[src/rtl/scm_pkg.sv]
package scm_pkg;

    localparam int SAMPLE_W = 16;

    typedef struct packed {
        logic signed [SAMPLE_W-1:0] re;
        logic signed [SAMPLE_W-1:0] im;
    } iq_t;

    typedef enum logic [2:0] {
        ST_FILL,
        ST_DC,
        ST_UPPER,
        ST_GAP,
        ST_LOWER
    } seq_state_t;

    typedef enum logic [1:0] {
        SRC_ZERO,
        SRC_PILOT,
        SRC_LIVE,
        SRC_HELD
    } src_sel_t;

    // Pilot p: sign of I from bit 2 of 37p+11, sign of Q from bit 3 of 13p+5
    function automatic iq_t pilot_value(input int unsigned idx,
                                        input logic signed [SAMPLE_W-1:0] amp);
        logic [31:0] hi;
        logic [31:0] hq;
        iq_t r;
        hi = 32'(idx * 37 + 11);
        hq = 32'(idx * 13 + 5);
        r.re = hi[2] ? -amp : amp;
        r.im = hq[3] ? -amp : amp;
        return r;
    endfunction

endpackage

[src/rtl/scm_pilot_table.sv]
module scm_pilot_table
    import scm_pkg::*;
#(
    parameter int NPILOT = 50,
    parameter int PIL_W  = $clog2(NPILOT),
    parameter logic signed [SAMPLE_W-1:0] AMP = 16'sd11585
) (
    input  logic [PIL_W-1:0] idx,
    output iq_t              value
);

    iq_t table_q [NPILOT];

    for (genvar g = 0; g < NPILOT; g++) begin : g_entry
        assign table_q[g] = pilot_value(g, AMP);
    end

    always_comb begin
        if (int'(idx) < NPILOT) begin
            value = table_q[idx];
        end else begin
            value = '0;
        end
    end

endmodule

[src/rtl/scm_hold_buf.sv]
module scm_hold_buf
    import scm_pkg::*;
#(
    parameter int DEPTH = 125,
    parameter int AW    = $clog2(DEPTH)
) (
    input  logic          clk,
    input  logic          we,
    input  logic [AW-1:0] waddr,
    input  iq_t           wdata,
    input  logic [AW-1:0] raddr,
    output iq_t           rdata
);

    iq_t mem [DEPTH];

    always_ff @(posedge clk) begin
        if (we && (int'(waddr) < DEPTH)) begin
            mem[waddr] <= wdata;
        end
    end

    always_comb begin
        if (int'(raddr) < DEPTH) begin
            rdata = mem[raddr];
        end else begin
            rdata = '0;
        end
    end

endmodule

[src/rtl/scm_seq.sv]
module scm_seq
    import scm_pkg::*;
#(
    parameter int NFFT    = 512,
    parameter int NDATA   = 250,
    parameter int NPILOT  = 50,
    parameter int SPACING = 6,
    parameter int PIL_W   = $clog2(NPILOT),
    parameter int AD_W    = $clog2(NDATA / 2)
) (
    input  logic             clk,
    input  logic             rst_n,
    input  logic             in_valid,
    input  logic             out_ready,
    output logic             in_ready,
    output logic             out_valid,
    output src_sel_t         sel,
    output logic [PIL_W-1:0] pilot_idx,
    output logic             buf_we,
    output logic [AD_W-1:0]  buf_waddr,
    output logic [AD_W-1:0]  buf_raddr,
    output logic             sos,
    output logic             eos
);

    localparam int NOCC        = NDATA + NPILOT;
    localparam int HALF        = NOCC / 2;
    localparam int HALF_DATA   = NDATA / 2;
    localparam int HALF_PILOT  = NPILOT / 2;
    localparam int LOWER_START = NFFT - HALF;
    localparam int BIN_W       = $clog2(NFFT);
    localparam int PH_W        = $clog2(SPACING);

    localparam logic [BIN_W-1:0] BIN_UP_LAST  = BIN_W'(HALF);
    localparam logic [BIN_W-1:0] BIN_GAP_LAST = BIN_W'(LOWER_START - 1);
    localparam logic [BIN_W-1:0] BIN_LAST     = BIN_W'(NFFT - 1);
    localparam logic [PH_W-1:0]  PH_LAST      = PH_W'(SPACING - 1);
    localparam logic [AD_W-1:0]  WR_LAST      = AD_W'(HALF_DATA - 1);

    seq_state_t       state_q, state_d;
    logic [BIN_W-1:0] bin_q;
    logic [PH_W-1:0]  phase_q;
    logic [PIL_W-1:0] pil_q;
    logic [AD_W-1:0]  wr_q;
    logic [AD_W-1:0]  rd_q;
    logic             fire;
    logic             take;
    logic             at_pilot;

    assign at_pilot  = (phase_q == '0);
    assign pilot_idx = pil_q;
    assign buf_waddr = wr_q;
    assign buf_raddr = rd_q;
    assign fire      = out_valid && out_ready;
    assign take      = in_valid && in_ready;

    // Output decode
    always_comb begin
        in_ready  = 1'b0;
        out_valid = 1'b0;
        sel       = SRC_ZERO;
        buf_we    = 1'b0;
        sos       = 1'b0;
        eos       = 1'b0;
        unique case (state_q)
            ST_FILL: begin
                in_ready = 1'b1;
                buf_we   = in_valid;
            end
            ST_DC: begin
                out_valid = 1'b1;
                sos       = 1'b1;
            end
            ST_UPPER: begin
                if (at_pilot) begin
                    sel       = SRC_PILOT;
                    out_valid = 1'b1;
                end else begin
                    sel       = SRC_LIVE;
                    out_valid = in_valid;
                    in_ready  = out_ready;
                end
            end
            ST_GAP: begin
                out_valid = 1'b1;
            end
            ST_LOWER: begin
                sel       = at_pilot ? SRC_PILOT : SRC_HELD;
                out_valid = 1'b1;
                eos       = (bin_q == BIN_LAST);
            end
            default: begin
                out_valid = 1'b0;
            end
        endcase
    end

    // Next state
    always_comb begin
        state_d = state_q;
        unique case (state_q)
            ST_FILL:  if (take && wr_q == WR_LAST)         state_d = ST_DC;
            ST_DC:    if (fire)                            state_d = ST_UPPER;
            ST_UPPER: if (fire && bin_q == BIN_UP_LAST)    state_d = ST_GAP;
            ST_GAP:   if (fire && bin_q == BIN_GAP_LAST)   state_d = ST_LOWER;
            ST_LOWER: if (fire && bin_q == BIN_LAST)       state_d = ST_FILL;
            default:                                       state_d = ST_FILL;
        endcase
    end

    // State register and counters
    always_ff @(posedge clk) begin
        if (!rst_n) begin
            state_q <= ST_FILL;
            bin_q   <= '0;
            phase_q <= '0;
            pil_q   <= '0;
            wr_q    <= '0;
            rd_q    <= '0;
        end else begin
            state_q <= state_d;
            unique case (state_q)
                ST_FILL: begin
                    if (take) begin
                        wr_q <= (wr_q == WR_LAST) ? '0 : wr_q + 1'b1;
                    end
                    bin_q <= '0;
                end
                ST_DC: begin
                    if (fire) begin
                        bin_q   <= BIN_W'(1);
                        phase_q <= '0;
                        pil_q   <= PIL_W'(HALF_PILOT);
                    end
                end
                ST_UPPER, ST_LOWER: begin
                    if (fire) begin
                        bin_q   <= bin_q + 1'b1;
                        phase_q <= (phase_q == PH_LAST) ? '0 : phase_q + 1'b1;
                        if (at_pilot) begin
                            pil_q <= pil_q + 1'b1;
                        end else if (state_q == ST_LOWER) begin
                            rd_q <= rd_q + 1'b1;
                        end
                    end
                end
                ST_GAP: begin
                    if (fire) begin
                        bin_q <= bin_q + 1'b1;
                        if (bin_q == BIN_GAP_LAST) begin
                            phase_q <= '0;
                            pil_q   <= '0;
                            rd_q    <= '0;
                        end
                    end
                end
                default: begin
                    bin_q <= '0;
                end
            endcase
        end
    end

endmodule

[src/rtl/subcarrier_mapper.sv]
module subcarrier_mapper
    import scm_pkg::*;
#(
    parameter int NFFT    = 512,
    parameter int NDATA   = 250,
    parameter int NPILOT  = 50,
    parameter int SPACING = 6,
    parameter logic signed [SAMPLE_W-1:0] PILOT_AMP = 16'sd11585
) (
    input  logic                clk,
    input  logic                rst_n,
    input  logic                in_valid,
    output logic                in_ready,
    input  logic [SAMPLE_W-1:0] in_i,
    input  logic [SAMPLE_W-1:0] in_q,
    output logic                out_valid,
    input  logic                out_ready,
    output logic [SAMPLE_W-1:0] out_i,
    output logic [SAMPLE_W-1:0] out_q,
    output logic                out_sos,
    output logic                out_eos
);

    localparam int HALF_DATA = NDATA / 2;
    localparam int PIL_W     = $clog2(NPILOT);
    localparam int AD_W      = $clog2(HALF_DATA);

    src_sel_t         sel;
    logic [PIL_W-1:0] pilot_idx;
    logic             buf_we;
    logic [AD_W-1:0]  buf_waddr;
    logic [AD_W-1:0]  buf_raddr;
    iq_t              live_iq;
    iq_t              held_iq;
    iq_t              pilot_iq;
    iq_t              mux_iq;

    assign live_iq.re = in_i;
    assign live_iq.im = in_q;

    scm_seq #(
        .NFFT    (NFFT),
        .NDATA   (NDATA),
        .NPILOT  (NPILOT),
        .SPACING (SPACING),
        .PIL_W   (PIL_W),
        .AD_W    (AD_W)
    ) u_seq (
        .clk       (clk),
        .rst_n     (rst_n),
        .in_valid  (in_valid),
        .out_ready (out_ready),
        .in_ready  (in_ready),
        .out_valid (out_valid),
        .sel       (sel),
        .pilot_idx (pilot_idx),
        .buf_we    (buf_we),
        .buf_waddr (buf_waddr),
        .buf_raddr (buf_raddr),
        .sos       (out_sos),
        .eos       (out_eos)
    );

    scm_hold_buf #(
        .DEPTH (HALF_DATA),
        .AW    (AD_W)
    ) u_buf (
        .clk   (clk),
        .we    (buf_we),
        .waddr (buf_waddr),
        .wdata (live_iq),
        .raddr (buf_raddr),
        .rdata (held_iq)
    );

    scm_pilot_table #(
        .NPILOT (NPILOT),
        .PIL_W  (PIL_W),
        .AMP    (PILOT_AMP)
    ) u_pilots (
        .idx   (pilot_idx),
        .value (pilot_iq)
    );

    always_comb begin
        unique case (sel)
            SRC_PILOT: mux_iq = pilot_iq;
            SRC_LIVE:  mux_iq = live_iq;
            SRC_HELD:  mux_iq = held_iq;
            default:   mux_iq = '0;
        endcase
    end

    assign out_i = mux_iq.re;
    assign out_q = mux_iq.im;

endmodule

[config.mk]
export PLATFORM = sky130hd
export DESIGN_NAME = subcarrier_mapper
export DESIGN_NICKNAME = d
export VERILOG_FILES = /design/src/rtl/scm_pkg.sv /design/src/rtl/scm_pilot_table.sv /design/src/rtl/scm_hold_buf.sv /design/src/rtl/scm_seq.sv /design/src/rtl/subcarrier_mapper.sv
export SDC_FILE = /design/constraint.sdc
export NUM_CORES = 2
export LEC_CHECK = 0
export BUFFER_PORTS_ARGS = -buffer_cell sky130_fd_sc_hd__buf_4
export CAP_MARGIN = 10
export CORE_UTILIZATION = 57
export CTS_CLUSTER_DIAMETER = 50
export CTS_CLUSTER_SIZE = 20
export DETAILED_ROUTE_END_ITERATION = 10
export GPL_ROUTABILITY_DRIVEN = 0
export GPL_TIMING_DRIVEN = 1
export PLACE_DENSITY = 0.73
export SYNTH_ARGS = -nofsm -noshare
export SYNTH_HDL_FRONTEND = slang
export SYNTH_SLANG_ARGS = --single-unit
export TNS_END_PERCENT = 30
[constraint.sdc]
create_clock -name clk -period 4.4 [get_ports clk]
set_input_delay 0.22 -clock clk [delete_from_list [all_inputs] [get_ports clk]]
set_output_delay 0.22 -clock clk [all_outputs]
set_load 0.1 [all_outputs]
==> reports/summary.txt <==
status: finished, violations left
failing checks: DRC, setup timing
GRT Total Usage: 33.9%
Vias/cell: 7.25
initial antenna violation count: 32
fraction of layout cells with a size suffix above 1: 32.3%
DP Worst Slack: -0.293 ns
clk sinks: 4042
Critical Path Start Type: flip-flop
part of the cycle the worst path needs: 107%
HPWL Detailed: 268 mm
design area: 181000 µm²
Worst-Margin Slew: 1.37 ns
clock skew: 0.0801 ns
syn_nets: 7205
largest net degree at the start of global routing: 110
1st-iter DRT viols: 16400
TritonRoute pass-1 iters: 11
crit path kind: reg2out
Clock H-tree levels: 5
worst skew pair latency: 0.93 ns
top_reg_cell synth: edfxtp_1
root buf cell: clkbuf_16
CTS tree: built
final hold violations: 0
I/O Buffers: 71
Crit path required time: 4.18 ns
routed len/inst: 40.6 µm
Max Cap Violations: 0
Final TNS setup: -3.52 ns
vias in the first global route: 81000
worst rel slew slack: 8.65%
Placed Area: 166000 µm²
fin. max-slew vios: 0
post-synth top area share: 77.1%
Post-Synthesis Cells: 7157
sequential share of the synthesized area: 77.6%
Synth area leaders: edfxtp_1 77%, mux4_2 13%, mux2i_1 1.8%
Rows: 191
final setup margin: -0.329 ns
PwrDens: 410 nW/µm²
Pwr Total: 74.2 mW
Placeable Area: 271000 µm²
#FFs+latches synth: 4042
TritonCTS Buffers: 333
post-route ant nets: 0
# DRC: 3
Netlist cell types: 85
endpoint class of the critical path: output pin
I/O pin count: 72
Multi-input gate area: 34700 µm²
routed vias: 85200
data arrival time of the worst path: 4.51 ns
# fillers: 16200
final core utilization: 66.7%
final worst path period need: 4.73 ns
CTS Buffer Depth: 4
CTS clk-pin slew, worst paths: 0.07 ns
fmax: 0.211 GHz
static leakage: 55.6 nW
Initial Util: 57.5%
die area: 275000 µm²
Ys Warns: 0
worst hold path type: in2reg
first-pass GRT wire length: 642 mm
crit-path max FO: 13
Netlist Area Pre-Place: 156000 µm²
unrepaired setup endpoints after global routing: yes
Sequential Area: 121000 µm²
FFs w/ async S/R, synth: 0%
number of synthesized flops with an enable pin: 4000
fin nets: 7973
global route overflow: 0
Peak supply drop: 327 µV
area leader, netlist: edfxtp_1
syn_area_per_cell: 21.8 µm²
Die Y: 525 µm
die width: 525 µm
Setup violations, final: 31
P&R area growth vs syn: 16.2%
final WL: 477 mm
-- state kept, by name, indices dropped and copies added (netlist names), named ones only --
register,count
u_seq.buf_waddr,7
u_seq.bin_q,9
u_buf.mem,4000
u_seq.phase_q,3
u_seq.state_q,3
u_seq.buf_raddr,7
u_seq.pilot_idx,6
-- synth_stat cells, types with 31 or more instances --
master / count
buf_4: 54
dfxtp_1: 42
mux4_2: 910
nor2_1: 207
a21oi_1: 129
a22oi_1: 112
o21ai_0: 72
buf_6: 48
nand2_1: 216
o221ai_1: 68
clkbuf_1: 153
buf_2: 126
nand3_1: 56
a211oi_1: 43
o22ai_1: 74
a221oi_1: 47
mux2_2: 31
nor3_1: 39
mux2i_1: 286
edfxtp_1: 4000
and3_1: 33
-- routing by layer --
metal,routed length [µm],vias up,part of all wire (%),global-route usage [%]
li1,-,32000,-,-
met1,159000,43900,33,45.9
met2,213000,8020,45,50.0
met3,75500,1311,16,10.6
met4,29600,22,6.2,17.8
met5,151,-,0.032,0
-- kinds of logic (layout without fill, tap and decap cells) --
kind of cell	after synthesis	in the layout	share of synthesized area [%]
XOR/XNOR	16	16	0.0899
buffers and inverters	425	1447	1.51
flip-flops	4042	4042	77.6
adder cells (fa/ha/maj)	12	12	0.0963
AO/OA/AOI/OAI	726	726	3.33
multiplexers	1227	1227	15.2
other	0	12	0
AND/OR/NAND/NOR	709	709	2.14
-- layout by cell type, fill, tap and decap left out, types with 18 or more instances in the layout --
master / count
buf_16: 35
nand3_1: 48
nor3_1: 33
nand2_1: 211
mux2_2: 30
nor2_4: 126
clkbuf_16: 352
o22ai_1: 59
clkinv_1: 18
o221ai_1: 64
nor2b_1: 20
dlygate4sd3_1: 28
mux4_2: 910
clkinv_8: 35
a211oi_1: 37
buf_6: 42
o21ai_0: 54
a22oi_1: 95
inv_8: 48
nand4_1: 28
buf_4: 556
clkbuf_1: 19
edfxtp_1: 4000
dfxtp_1: 36
buf_12: 140
a21oi_1: 110
inv_6: 49
nor2_1: 78
a22o_1: 24
a221oi_1: 31
clkinvlp_4: 24
mux2i_1: 278
o211ai_1: 26
and3_1: 31
-- critical path, stage by stage, from the launching register on --
cell      delay (ns)
dfxtp_1         0.47
nor3b_4         0.28
buf_4           0.23
o2111a_2        0.37
buf_12          0.27
buf_4           0.30
nand4_1         0.72
o211ai_1        0.62
buf_6           0.30
-- report_power, final --
group	internal [mW]	switching, mW	total (mW)	leakage, nW
registers	42.3	0.0203	42.3	36.3
clock network	15.7	15.0	30.7	5.41
logic	0.160	0.991	1.15	13.9
total	58.2	16.0	74.2	55.6
-- area by class of cell --
cell class	instances	share of cell area [%]
Multi-Input combinational cell	2690	19.2
Inverter	19	0.0491
Antenna cell	12	0.0166
Sequential cell	4042	66.8
Timing Repair Buffer	839	5.30
Clock buffer	358	4.73
Clock inverter	231	1.46
Tap cell	3570	2.47
-- per-stage QoR --
step	instances	hold slack (ns)
finish	11800	0.0353
global route	11800	0.0197
CTS	11600	0.0116
detailed placement	11000	0.508
global placement	11000	0.471
floorplan	7157	0.319
-- what timing repair did --
| action | CTS | global route |
|---|---|---|
| pin swaps | 34 | 37 |
| hold buffers | 28 | 0 |
| setup buffers | 43 | 103 |
| setup endpoints to repair | 32 | 32 |
| gates cloned | 17 | 14 |
| resized for setup | 222 | 157 |
| endpoints found under the hold margin | 940 | 0 |
-- final timing paths --
path | startpoint | endpoint | slack [ns] | depth (start not counted)
hold reg to reg | u_seq.pilot_idx[0]$_SDFFE_PN0P_ | u_seq.pilot_idx[0]$_SDFFE_PN0P_ | 0.51 | 2
hold / removal | in_i[4] | u_buf.mem[69][20]$_DFFE_PP_ | 0.04 | 1
setup reg to reg | u_seq.state_q[2]$_SDFFE_PN0P_ | u_buf.mem[32][19]$_DFFE_PP_ | 0.49 | 7
setup / recovery | u_seq.state_q[2]$_SDFFE_PN0P_ | out_i[10] | -0.33 | 8
Power figures use the tool's default switching activity.
